**src/rtl/tls_pkg.sv**
```systemverilog
// Package: shared field layout for the trap level state stack.
// Assumes 8-bit condition codes, ASI and window pointer and a 12-bit
// processor-state word; the packed word layout is decoded by neighbours.
package tls_pkg;
    localparam int CCR_W = 8;
    localparam int ASI_W = 8;
    localparam int PST_W = 12;
    localparam int WIN_W = 8;
    localparam int TT_W  = 9;
    localparam int SW_W  = 40;

    localparam int VEC_LOW_W   = 15;
    localparam int VEC_TT_LSB  = 5;

    localparam logic [PST_W-1:0] PST_ENTRY    = 12'h015;
    localparam logic [PST_W-1:0] PST_RED_MASK = 12'h020;

    function automatic logic [SW_W-1:0] pack_state(
        input logic [CCR_W-1:0] ccr,
        input logic [ASI_W-1:0] asi,
        input logic [PST_W-1:0] pst,
        input logic [WIN_W-1:0] win
    );
        return {ccr, asi, 4'h0, pst, win};
    endfunction
endpackage

```
**src/rtl/tls_level_store.sv**
```systemverilog
// Module: per-level storage of saved PC, next PC, context word and trap type.
// Assumes wr_idx < DEPTH whenever wr_en is high; read is combinational.
module tls_level_store
    import tls_pkg::*;
#(
    parameter int DEPTH  = 5,
    parameter int ADDR_W = 32,
    localparam int IW    = $clog2(DEPTH + 1)
) (
    input  logic              clk,
    input  logic              rst_n,
    input  logic              wr_en,
    input  logic [IW-1:0]     wr_idx,
    input  logic [ADDR_W-1:0] wr_pc,
    input  logic [ADDR_W-1:0] wr_npc,
    input  logic [SW_W-1:0]   wr_word,
    input  logic [TT_W-1:0]   wr_tt,
    input  logic [IW-1:0]     rd_idx,
    output logic [ADDR_W-1:0] rd_pc,
    output logic [ADDR_W-1:0] rd_npc,
    output logic [SW_W-1:0]   rd_word,
    output logic [TT_W-1:0]   rd_tt
);
    logic [ADDR_W-1:0] pc_mem  [DEPTH];
    logic [ADDR_W-1:0] npc_mem [DEPTH];
    logic [SW_W-1:0]   sw_mem  [DEPTH];
    logic [TT_W-1:0]   tt_mem  [DEPTH];

    for (genvar g = 0; g < DEPTH; g++) begin : g_lvl
        // Capture one level's slot when a trap writes to it.
        always_ff @(posedge clk) begin
            if (!rst_n) begin
                pc_mem[g]  <= '0;
                npc_mem[g] <= '0;
                sw_mem[g]  <= '0;
                tt_mem[g]  <= '0;
            end else if (wr_en && wr_idx == IW'(g)) begin
                pc_mem[g]  <= wr_pc;
                npc_mem[g] <= wr_npc;
                sw_mem[g]  <= wr_word;
                tt_mem[g]  <= wr_tt;
            end
        end
    end

    // Select the slot addressed by rd_idx.
    always_comb begin
        rd_pc   = '0;
        rd_npc  = '0;
        rd_word = '0;
        rd_tt   = '0;
        for (int i = 0; i < DEPTH; i++) begin
            if (rd_idx == IW'(i)) begin
                rd_pc   = pc_mem[i];
                rd_npc  = npc_mem[i];
                rd_word = sw_mem[i];
                rd_tt   = tt_mem[i];
            end
        end
    end

    p_wr_in_range_r2: assert property (@(posedge clk) disable iff (!rst_n)
        wr_en |-> (wr_idx < IW'(DEPTH)));
endmodule

```
**src/rtl/tls_level_ctrl.sv**
```systemverilog
// Module: nesting level counter, request arbitration and sticky error state.
// Assumes a trap request wins over a return request in the same cycle.
module tls_level_ctrl #(
    parameter int MAX_LVL = 5,
    localparam int LW     = $clog2(MAX_LVL + 1)
) (
    input  logic          clk,
    input  logic          rst_n,
    input  logic          trap_req,
    input  logic          ret_req,
    output logic [LW-1:0] lvl,
    output logic          err,
    output logic          take_trap,
    output logic          take_ret,
    output logic          go_red
);
    logic at_max;
    logic at_zero;

    // Decide which request is accepted this cycle.
    always_comb begin
        at_max    = (lvl == LW'(MAX_LVL));
        at_zero   = (lvl == '0);
        take_trap = trap_req && !err && !at_max;
        take_ret  = ret_req && !trap_req && !err && !at_zero;
        go_red    = take_trap && (lvl == LW'(MAX_LVL - 1));
    end

    // Track the level and latch the error state.
    always_ff @(posedge clk) begin
        if (!rst_n) begin
            lvl <= '0;
            err <= 1'b0;
        end else if (trap_req && !err && at_max) begin
            err <= 1'b1;
        end else if (take_trap) begin
            lvl <= lvl + 1'b1;
        end else if (take_ret) begin
            lvl <= lvl - 1'b1;
        end
    end

    p_lvl_bound_r6: assert property (@(posedge clk) disable iff (!rst_n)
        lvl <= LW'(MAX_LVL));
    p_trap_step_r6: assert property (@(posedge clk) disable iff (!rst_n)
        take_trap |=> (lvl == $past(lvl) + 1'b1));
    p_ret_step_r8: assert property (@(posedge clk) disable iff (!rst_n)
        take_ret |=> (lvl == $past(lvl) - 1'b1));
    p_err_sticky_r7: assert property (@(posedge clk) disable iff (!rst_n)
        err |=> (err && $stable(lvl)));
    p_both_trap_wins_r11: assert property (@(posedge clk) disable iff (!rst_n)
        (trap_req && ret_req) |-> !take_ret);
endmodule

```
**src/rtl/tls_vector_gen.sv**
```systemverilog
// Module: forms the trap vector from the trap base register.
// Assumes ADDR_W >= 16; bit 14 flags nesting deeper than level 1.
module tls_vector_gen
    import tls_pkg::*;
#(
    parameter int ADDR_W = 32
) (
    input  logic [ADDR_W-1:0] tbr,
    input  logic              lvl_gt1,
    input  logic [TT_W-1:0]   tt,
    output logic [ADDR_W-1:0] vec
);
    // Replace the low 15 bits with nesting flag, type and zero offset.
    always_comb begin
        vec = {tbr[ADDR_W-1:VEC_LOW_W], lvl_gt1, tt, {VEC_TT_LSB{1'b0}}};
    end
endmodule

```
**src/rtl/trap_level_stack.sv**
```systemverilog
// Module: top of the nested trap state stack. Accepts trap entries and
// resume-after / re-execute returns and drives the resulting PC pair and
// context fields from registers. Assumes one request of each kind per cycle.
module trap_level_stack
    import tls_pkg::*;
#(
    parameter int  MAX_LVL = 5,
    parameter int  ADDR_W  = 32,
    localparam int LW      = $clog2(MAX_LVL + 1)
) (
    input  logic              clk,
    input  logic              rst_n,
    input  logic              tbase_wr,
    input  logic [ADDR_W-1:0] tbase_wdata,
    input  logic              trap_req,
    input  logic [8:0]        trap_type,
    input  logic [ADDR_W-1:0] cur_pc,
    input  logic [ADDR_W-1:0] cur_npc,
    input  logic [7:0]        cur_ccr,
    input  logic [7:0]        cur_asi,
    input  logic [11:0]       cur_pstate,
    input  logic [7:0]        cur_win,
    input  logic              ret_req,
    input  logic              ret_mode,
    output logic [ADDR_W-1:0] new_pc,
    output logic [ADDR_W-1:0] new_npc,
    output logic [7:0]        st_ccr,
    output logic [7:0]        st_asi,
    output logic [11:0]       st_pstate,
    output logic [7:0]        st_win,
    output logic [39:0]       top_state,
    output logic [8:0]        top_tt,
    output logic [LW-1:0]     trap_lvl,
    output logic              err_state
);
    logic              take_trap, take_ret, go_red;
    logic [LW-1:0]     lvl;
    logic              err;
    logic [ADDR_W-1:0] tbr_q;
    logic [ADDR_W-1:0] vec;
    logic [LW-1:0]     rd_idx;
    logic [ADDR_W-1:0] rd_pc, rd_npc;
    logic [SW_W-1:0]   rd_word;
    logic [TT_W-1:0]   rd_tt;
    logic [SW_W-1:0]   wr_word;

    tls_level_ctrl #(.MAX_LVL(MAX_LVL)) ctrl_i (
        .clk(clk), .rst_n(rst_n), .trap_req(trap_req), .ret_req(ret_req),
        .lvl(lvl), .err(err), .take_trap(take_trap), .take_ret(take_ret),
        .go_red(go_red)
    );

    tls_vector_gen #(.ADDR_W(ADDR_W)) vec_i (
        .tbr(tbr_q), .lvl_gt1(lvl > LW'(1)), .tt(trap_type), .vec(vec)
    );

    // Innermost slot index; slot 0 is read at level 0 but masked below.
    always_comb begin
        rd_idx  = (lvl == '0) ? '0 : lvl - 1'b1;
        wr_word = pack_state(cur_ccr, cur_asi, cur_pstate, cur_win);
    end

    tls_level_store #(.DEPTH(MAX_LVL), .ADDR_W(ADDR_W)) store_i (
        .clk(clk), .rst_n(rst_n), .wr_en(take_trap), .wr_idx(lvl),
        .wr_pc(cur_pc), .wr_npc(cur_npc), .wr_word(wr_word), .wr_tt(trap_type),
        .rd_idx(rd_idx), .rd_pc(rd_pc), .rd_npc(rd_npc), .rd_word(rd_word),
        .rd_tt(rd_tt)
    );

    // Trap base register: explicit write wins, else a trap stores its vector.
    always_ff @(posedge clk) begin
        if (!rst_n)            tbr_q <= '0;
        else if (tbase_wr)     tbr_q <= tbase_wdata;
        else if (take_trap)    tbr_q <= vec;
    end

    // Output registers: vector on entry, restored context on return.
    always_ff @(posedge clk) begin
        if (!rst_n) begin
            new_pc    <= '0;
            new_npc   <= '0;
            st_ccr    <= '0;
            st_asi    <= '0;
            st_pstate <= '0;
            st_win    <= '0;
        end else if (take_trap) begin
            new_pc    <= vec;
            new_npc   <= vec + ADDR_W'(4);
            st_pstate <= go_red ? (PST_ENTRY | PST_RED_MASK) : PST_ENTRY;
            st_ccr    <= cur_ccr;
            st_asi    <= cur_asi;
            st_win    <= cur_win;
        end else if (take_ret) begin
            new_pc    <= ret_mode ? rd_pc  : rd_npc;
            new_npc   <= ret_mode ? rd_npc : rd_npc + ADDR_W'(4);
            st_ccr    <= rd_word[39:32];
            st_asi    <= rd_word[31:24];
            st_pstate <= rd_word[19:8];
            st_win    <= rd_word[7:0];
        end
    end

    // Expose the innermost saved slot and the level state.
    always_comb begin
        top_state = (lvl == '0) ? '0 : rd_word;
        top_tt    = (lvl == '0) ? '0 : rd_tt;
        trap_lvl  = lvl;
        err_state = err;
    end

    p_npc_follow_r5: assert property (@(posedge clk) disable iff (!rst_n)
        take_trap |=> (new_npc == new_pc + ADDR_W'(4)));
    p_pstate_entry_r4: assert property (@(posedge clk) disable iff (!rst_n)
        take_trap |=> (st_pstate[0] && st_pstate[2] && st_pstate[4]));
    p_ret_idle_r10: assert property (@(posedge clk) disable iff (!rst_n)
        (ret_req && !trap_req && lvl == '0) |=> ($stable(new_pc) && $stable(new_npc)));
    p_err_hold_r7: assert property (@(posedge clk) disable iff (!rst_n)
        (err && !tbase_wr) |=> ($stable(new_pc) && $stable(st_pstate)));
endmodule

```
**config.mk**
```make
export PLATFORM = sky130hd
export DESIGN_NAME = trap_level_stack
export DESIGN_NICKNAME = d
export VERILOG_FILES = /design/src/rtl/tls_pkg.sv /design/src/rtl/tls_level_store.sv /design/src/rtl/tls_level_ctrl.sv /design/src/rtl/tls_vector_gen.sv /design/src/rtl/trap_level_stack.sv
export SDC_FILE = /design/constraint.sdc
export NUM_CORES = 1
export LEC_CHECK = 0
export CELL_PAD_IN_SITES_DETAIL_PLACEMENT = 0
export CELL_PAD_IN_SITES_GLOBAL_PLACEMENT = 1
export CORE_ASPECT_RATIO = 0.5
export CORE_MARGIN = 2
export CORE_UTILIZATION = 31
export CTS_CLUSTER_SIZE = 40
export DETAILED_ROUTE_END_ITERATION = 16
export DONT_BUFFER_PORTS = 1
export GPL_TIMING_DRIVEN = 0
export HOLD_SLACK_MARGIN = 0.12
export PLACE_DENSITY_LB_ADDON = 0.15
export SYNTH_ARGS = -nofsm -noshare
export SYNTH_HDL_FRONTEND = slang
export SYNTH_SLANG_ARGS = --single-unit
```
**constraint.sdc**
```tcl
create_clock -name clk -period 11.6 [get_ports clk]
set_input_delay 2.32 -clock clk [delete_from_list [all_inputs] [get_ports clk]]
set_output_delay 2.32 -clock clk [all_outputs]
set_load 0.005 [all_outputs]
```
==> results of run 1 <==
## metrics by stage
step                util (%)  total power, mW  hold WS [ns]   TNS, ns
finish                  36.2             6.69         0.530         0
CTS                     36.2             6.73         0.535         0
global placement        33.2             4.50         0.517  -2476.40
detailed placement      33.9             4.47         0.521         0
floorplan                  -             3.79         0.448         0
global route            36.2             6.93         0.562         0
## power by group
| part | internal (mW) | switching [mW] |
|---|---|---|
| logic | 0.424 | 1.08 |
| registers | 2.82 | 0.0974 |
| clock network | 1.27 | 1.00 |
## final timing paths
kind / end / start / depth (start not counted) / slack (ns)
worst max-delay path: top_state[10] / ctrl_i.lvl[0] / 14 / 2.22
worst min-delay path: st_pstate[10] / st_pstate[10] / 2 / 0.53
worst max register to register: new_pc[10] / ctrl_i.lvl[0] / 16 / 4.75
worst min register to register: st_pstate[10] / st_pstate[10] / 2 / 0.53
## metal layers
metal | up-vias | track usage [%]
met5 | - | 0
met4 | 2 | 5.88
met3 | 145 | 4.12
met2 | 693 | 39.0
met1 | 11400 | 32.7
li1 | 9699 | -
## cell usage in the layout (no fill, tap or decap), types with 30 or more instances in the layout
cell,n
sky130_fd_sc_hd__clkbuf_16,70
sky130_fd_sc_hd__edfxtp_1,545
sky130_fd_sc_hd__dfxtp_1,121
sky130_fd_sc_hd__inv_1,35
sky130_fd_sc_hd__a22oi_1,59
sky130_fd_sc_hd__a211oi_1,30
sky130_fd_sc_hd__a221oi_1,187
sky130_fd_sc_hd__clkbuf_1,189
sky130_fd_sc_hd__nor2_1,273
sky130_fd_sc_hd__and2_1,549
sky130_fd_sc_hd__nand2_1,58
sky130_fd_sc_hd__nor3_1,78
sky130_fd_sc_hd__a21oi_1,75
sky130_fd_sc_hd__o21ai_0,38
## kinds of logic (layout without fill, tap and decap cells)
kind of cell             count (synthesis)  after routing  share of synthesized area (%)
flip-flops                             666            666                           62.1
AO/OA/AOI/OAI                          527            527                           13.4
buffers and inverters                  257            406                           3.46
AND/OR/NAND/NOR                       1055           1055                           19.3
other                                    1              7                         0.0124
multiplexers                            19             19                          0.629
adder cells (fa/ha/maj)                  9              9                          0.372
XOR/XNOR                                25             25                          0.724
## sequential cells by signal, indices dropped and copies added, names as in the netlist
signal           count
new_pc              32
st_win               8
st_pstate           12
st_asi               8
tbr_q               17
store_i.sw_mem     180
ctrl_i.err           1
st_ccr               8
new_npc             32
store_i.pc_mem     160
store_i.tt_mem      45
store_i.npc_mem    160
ctrl_i.lvl           3
## area by class of cell
type / instances / area share, %
diodes: 3 / 0.0216
plain buffers: 222 / 2.63
clock inverters: 25 / 0.775
inverters: 35 / 0.378
multi-input cells: 1639 / 30.2
repair buffers: 27 / 1.72
well taps: 1271 / 4.58
flip-flops and latches: 666 / 54.1
clock buffers: 97 / 5.62
## worst register-to-register path, delay by kind of cell, from the launching register on
| family | cells | cell delay (ns) |
|---|---|---|
| AND/OR/NAND/NOR | 3 | 0.92 |
| AO/OA/AOI/OAI | 4 | 1.51 |
| adder cells (fa/ha/maj) | 1 | 0.29 |
| buffers and inverters | 8 | 3.31 |
| flip-flops | 1 | 0.70 |
==> impl_metrics.py, run 1 <==
metrics = {
    "floorplanning": {
        "die_area_mm2": 0.100,
        "floorplan.rows": 80,
        "die-width_um": 446,
        "num_io_pins": 300,
        "coreArea_mm2": 0.0960,
        "initial_core_util_pct": 31.5,
        "die_h_um": 225,
    },
    "layout": {
        "multiInputGateArea_mm2": 0.0105,
        "design_area_mm2": 0.0347,
        "final_layout_size_suffix_gt1_share_pct": 7.01,
        "fin_cells": 3985,
        "sequential_cell_area_mm2": 0.0188,
        "fill_cells": 9461,
        "area.growth.synth_to_final_pct": 14.9,
        "num-nets-final": 2815,
    },
    "timing": {
        "finalWorstSetupSlack_ns": 2.22,
        "setup_repair_after_global_routing_missed_its_margin": "no",
        "fin_crit_sh_pct": 80.8,
        "setup-violations-final": 0,
        "worst-slew-pin-transition_ns": 1.43,
        "timing.max_slew.rel_slack_pct": 4.62,
        "timing.clock.skew_ns": 0.0293,
        "maxClockFrequency_mhz": 107,
        "hold_viol_final": 0,
        "max_slew_vio_count": 0,
        "final.min_clock_period_ns": 9.38,
    },
    "global_route": {
        "grt_pass1_vias": 21300,
        "global_route.overflow_total": 0,
        "grt_max_degree": 45,
        "grt_pass1_wl_um": 168000,
        "grt_antenna_before_repair": 4,
        "grt_usage_pct": 23.8,
    },
    "critical_path": {
        "critPathArrivalTime_ns": 7.06,
        "startpoint_type": "flip-flop",
        "max_incr_delay_on_cp_ns": 0.76,
        "critical_path.most_common_cell": "sky130_fd_sc_hd__buf_2",
        "critPathSlowestCell": "sky130_fd_sc_hd__clkbuf_1",
        "endpoint_kind": "output pin",
        "critical_path_buf_inv_count": 9,
        "critical_path_peak_fanout": 12,
        "crit_chain": "clkbuf_1, buf_2, inv_1, ha_1, buf_2, or4b_1, a21oi_1, buf_2, buf_2, clkbuf_1, clkbuf_1, buf_2, a221oi_1, nor2_1",
        "cp_data_required_time_ns": 9.28,
        "timing.critical_path.max_delay_family": "buffers and inverters",
        "setup.worst_path.class": "reg2out",
    },
    "flow_run": {
        "max_cap_violations": 0,
    },
    "hold_path": {
        "min-delay-path-class": "reg2reg",
    },
    "drt": {
        "wire_length_the_detailed_router_placed_on_met1_um": 54000,
        "vias": 21900,
        "post_drt_wl_per_cell_um": 30.3,
        "routed_via_density": 5.49,
        "detail_route.drc_violations": 0,
        "dr_wl_met3_um": 6960,
        "highest-signal-layer": "met5",
        "met2WireLength_um": 57200,
        "final_antenna_net_count": 0,
        "drt-pass1-iter-count": 6,
        "drtIter0Drc": 2193,
        "postRouteWirelength_um": 121000,
    },
    "clocking": {
        "resized_cells_post_cts": 0,
        "cts_max_level": 3,
        "path_clk_slew_ns": 0.07,
        "ctsHoldBuffers": 0,
        "clock-sinks": 666,
        "tritoncts": "done",
        "worstSkewPairLatency_ns": 0.66,
        "postCtsSetupBuffers": 0,
        "cts_made_buffers": 68,
        "clock_tree.root_cell": "sky130_fd_sc_hd__clkbuf_16",
        "clock_path_buffers": 3,
    },
    "power_and_ir_drop": {
        "p_leak_nw": 12.3,
        "power-per-cell-area_mw_per_mm2": 193,
        "vdd_ir_drop_max_uv": 98.3,
    },
    "placed_design": {
        "port_buffers": 0,
        "post-place-ws_ns": 2.88,
        "postPlaceCellArea_mm2": 0.0325,
        "globalplace.congestion": 0.874,
        "hpwl_reported_at_the_end_of_detailed_placement_um": 86700,
        "place.detailed.instances": 3860,
    },
    "yosys": {
        "synth_edf_count": 545,
        "yosysWarnings": 0,
        "synth_top_area_cell": "sky130_fd_sc_hd__edfxtp_1",
        "synthesis.area_per_instance_um2": 11.8,
        "synth_cells": 2559,
        "synthArstFlopShare_pct": 0,
        "yosys.area.top_type_share_pct": 54.1,
        "netlist-cell-type-count": 75,
        "syn_area_mm2": 0.0302,
        "ys_seq_area_share_pct": 62.1,
        "post_synth_main_area_contributors": "sky130_fd_sc_hd__edfxtp_1 54%, sky130_fd_sc_hd__and2_1 11%, sky130_fd_sc_hd__dfxtp_1 8.0%, sky130_fd_sc_hd__a221oi_1 5.4%, sky130_fd_sc_hd__nor2_1 3.5%",
        "synth_flop_cell": "sky130_fd_sc_hd__edfxtp_1",
        "postSynthRegisterBits": 666,
        "yosys.cell_count.top_type": "sky130_fd_sc_hd__and2_1",
        "yosys-top-cells-count": "549 x sky130_fd_sc_hd__and2_1, 545 x sky130_fd_sc_hd__edfxtp_1, 278 x sky130_fd_sc_hd__nor2_1",
    },
    "status": {
        "run_status": "finished clean",
    },
}
No activity file was read; power rests on OpenSTA's default activity.
==> run 2: changes to the inputs <==
--- a/config.mk
+++ b/config.mk
@@ -5,6 +5,7 @@
 export SDC_FILE = /design/constraint.sdc
 export NUM_CORES = 1
 export LEC_CHECK = 0
+export ABC_AREA = 1
 export CELL_PAD_IN_SITES_DETAIL_PLACEMENT = 0
 export CELL_PAD_IN_SITES_GLOBAL_PLACEMENT = 1
 export CORE_ASPECT_RATIO = 0.5
==> constraint.sdc (replaced) <==
create_clock -name clk -period 8.3 [get_ports clk]
set_input_delay 1.66 -clock clk [delete_from_list [all_inputs] [get_ports clk]]
set_output_delay 1.66 -clock clk [all_outputs]
set_load 0.005 [all_outputs]
==> impl_metrics.py, run 2 <==
metrics = {
    "hold_path": {
        "startpoint_of_the_worst_hold_path": "new_npc[1]",
        "min-delay-path-class": "reg2reg",
    },
    "power_and_ir_drop": {
        "power-per-cell-area_mw_per_mm2": 257,
        "report.power.total_mw": 8.71,
        "vdd_ir_drop_max_uv": 155,
        "p_leak_nw": 13.2,
    },
    "floorplanning": {
        "initial_core_util_pct": 31.2,
        "die_h_um": 223,
        "coreArea_mm2": 0.0952,
        "floorplan.rows": 80,
        "die-width_um": 442,
        "die_area_mm2": 0.0985,
        "num_io_pins": 300,
    },
    "layout": {
        "area.growth.synth_to_final_pct": 14.2,
        "largest_register_ff_count": 180,
        "num-nets-final": 3333,
        "fin_cells": 4510,
        "layout.cells.most_common_list": "625 x sky130_fd_sc_hd__nand2_1, 621 x sky130_fd_sc_hd__nor2_1, 545 x sky130_fd_sc_hd__edfxtp_1",
        "design_area_mm2": 0.0339,
        "final_layout_size_suffix_gt1_share_pct": 7.24,
        "final_common_cell": "sky130_fd_sc_hd__nand2_1",
        "largest_register": "store_i.sw_mem",
        "reg_top3": "store_i.sw_mem x180, store_i.npc_mem x160, store_i.pc_mem x160",
        "finalCoreUtilization_pct": 35.6,
    },
    "global_route": {
        "grt_pass1_wl_um": 165000,
        "grt_usage_pct": 23.4,
        "grt_pass1_vias": 21900,
        "grt_max_degree": 53,
        "global_route.overflow_total": 0,
        "grt_antenna_before_repair": 7,
    },
    "yosys": {
        "post_synth_main_area_contributors": "sky130_fd_sc_hd__edfxtp_1 55%, sky130_fd_sc_hd__dfxtp_1 8.2%, sky130_fd_sc_hd__nand2_1 7.9%, sky130_fd_sc_hd__nor2_1 7.8%, sky130_fd_sc_hd__nand3_1 3.7%",
        "yosys-top-cells-count": "629 x sky130_fd_sc_hd__nand2_1, 621 x sky130_fd_sc_hd__nor2_1, 545 x sky130_fd_sc_hd__edfxtp_1",
        "synth_flop_cell": "sky130_fd_sc_hd__edfxtp_1",
        "synth_top_family_by_area": "simple AND/OR/NAND/NOR gates",
        "synth-adder-area-share_pct": 0.379,
        "synthSimpleGateAreaFrac_pct": 21.5,
        "synth-xor-area-share_pct": 0.0589,
        "synthArstFlopShare_pct": 0,
        "netlist-cell-type-count": 47,
        "yosys.area.top_type_share_pct": 55.1,
        "postSynthRegisterBits": 666,
        "post_synth_mux_area_share_pct": 0,
        "syn_area_mm2": 0.0297,
        "yosys.cell_count.top_type": "sky130_fd_sc_hd__nand2_1",
        "yosysWarnings": 0,
        "synth_edf_count": 545,
        "synth_top_area_cell": "sky130_fd_sc_hd__edfxtp_1",
        "synth_cells": 3089,
        "synthesis.area_per_instance_um2": 9.62,
        "synth_compound_gate_area_share_pct": 9.01,
        "ys_seq_area_share_pct": 63.2,
    },
    "timing": {
        "hold_slack_ns": 0.481,
        "timing.clock.skew_ns": 0.0191,
        "setup_repair_after_global_routing_missed_its_margin": "no",
        "final.min_clock_period_ns": 6.56,
        "worst-slew-pin-transition_ns": 1.26,
        "finalWorstSetupSlack_ns": 1.74,
        "hold_viol_final": 0,
        "setup-violations-final": 0,
        "max_slew_vio_count": 0,
        "timing.max_slew.rel_slack_pct": 16.1,
        "setup_total_negative_slack_ns": 0,
        "maxClockFrequency_mhz": 152,
        "fin_crit_sh_pct": 79.1,
    },
    "critical_path": {
        "worstReg2RegEnd": "store_i.npc_mem[0][28]",
        "crit_chain": "inv_1, ha_1, clkbuf_1, clkinv_1, clkbuf_1, clkbuf_1, clkbuf_1, nand3_1, nand3_1, o211ai_1, a31oi_1",
        "max_incr_delay_on_cp_ns": 0.59,
        "critical_path_peak_fanout": 10,
        "cp_data_required_time_ns": 6.64,
        "setup.worst_path.class": "reg2out",
        "critical_path.most_common_cell": "sky130_fd_sc_hd__clkbuf_1",
        "setup.reg_to_reg.worst_slack_ns": 3.82,
        "critPathArrivalTime_ns": 4.90,
        "endpoint_kind": "output pin",
        "critPathSlowestCell": "sky130_fd_sc_hd__clkbuf_1",
        "timing.critical_path.from": "ctrl_i.lvl[0]",
        "startpoint_type": "flip-flop",
        "r2r-start": "ctrl_i.lvl[0]",
        "worst_r2r_path_depth": 10,
        "crit_end": "top_state[10]",
    },
    "clocking": {
        "clock_path_buffers": 3,
        "cts_made_buffers": 69,
        "resized_cells_post_cts": 0,
        "clock-sinks": 666,
        "worstSkewPairLatency_ns": 0.65,
        "clock_tree.root_cell": "sky130_fd_sc_hd__clkbuf_16",
        "path_clk_slew_ns": 0.06,
        "cts_max_level": 3,
        "postCtsSetupBuffers": 0,
        "ctsHoldBuffers": 0,
        "tritoncts": "done",
    },
    "drt": {
        "routed_via_density": 5.11,
        "detail_route.drc_violations": 0,
        "final_antenna_net_count": 0,
        "vias": 23100,
        "postRouteWirelength_um": 117000,
        "post_drt_wl_per_cell_um": 26.0,
        "drt-pass1-iter-count": 8,
        "drtIter0Drc": 2220,
    },
    "placed_design": {
        "hpwl_reported_at_the_end_of_detailed_placement_um": 83200,
        "place.detailed.instances": 4377,
        "postPlaceCellArea_mm2": 0.0317,
        "globalplace.congestion": 0.860,
        "post-place-ws_ns": 2.37,
        "port_buffers": 0,
    },
    "status": {
        "run_status": "finished clean",
    },
    "flow_run": {
        "max_cap_violations": 0,
    },
}
[run 2: changes by cell type after synthesis, moves of 73 or more]
cell / change
sky130_fd_sc_hd__nand2_1: +569
sky130_fd_sc_hd__and2_1: -548
sky130_fd_sc_hd__nor2_1: +343
sky130_fd_sc_hd__nand3_1: +196
sky130_fd_sc_hd__a221oi_1: -186
sky130_fd_sc_hd__inv_1: +170
sky130_fd_sc_hd__a31oi_1: +88
sky130_fd_sc_hd__o211ai_1: +80
sky130_fd_sc_hd__nor3_1: -73
[run 2: critical path: cells and delay by family (launching register included)]
kind | cells | cell delay, ns
buffers and inverters | 6 | 2.55
and+or+nand+nor | 2 | 0.25
adders and majority gates | 1 | 0.23
DFF | 1 | 0.58
AOI/OAI and AO/OA | 2 | 0.59
[run 2: worst min-delay path by stage]
stage          slack, ns    endpoint  cells after the start
2_1_floorplan       0.46  new_npc[0]                      2
3_3_place_gp        0.48  new_npc[0]                      2
3_5_place_dp        0.48  new_npc[1]                      2
4_1_cts             0.49  new_npc[1]                      2
5_1_grt             0.51  new_npc[0]                      2
6_report            0.48  new_npc[1]                      2
[run 2: cell families (layout without fill, tap and decap cells)]
logic type	Yosys count	after routing
AND/OR/NAND/NOR	1550	1550
flip-flops	666	666
buffers and inverters	434	576
AO/OA/AOI/OAI	427	427
adder cells (fa/ha/maj)	9	9
XOR/XNOR	2	2
other	1	9
[run 2: report_power, final]
part / internal, mW / switching [mW] / leakage [nW]
Sequential: 3.88 / 0.107 / 6.68
Clock: 1.73 / 1.41 / 1.06
Combinational: 0.372 / 1.21 / 5.47
[run 2: layer usage]
layer  wire length, um  track usage (%)  vias up
met2             53900             37.6      739
li1                  -                -    10700
met3              8010             5.03      131
met4              2880             6.05        6
met1             52500             32.1    11500
met5                37                0        -
[run 2: area by class of cell]
cell class | instances | area [um2]
repair buffers | 14 | 355
flip-flops and latches | 666 | 18800
inverters | 227 | 853
plain buffers | 207 | 888
multi-input cells | 1992 | 9240
diodes | 5 | 12.5
well taps | 1271 | 1590
clock buffers | 106 | 2060
fillers | 9724 | 61300
clock inverters | 22 | 133
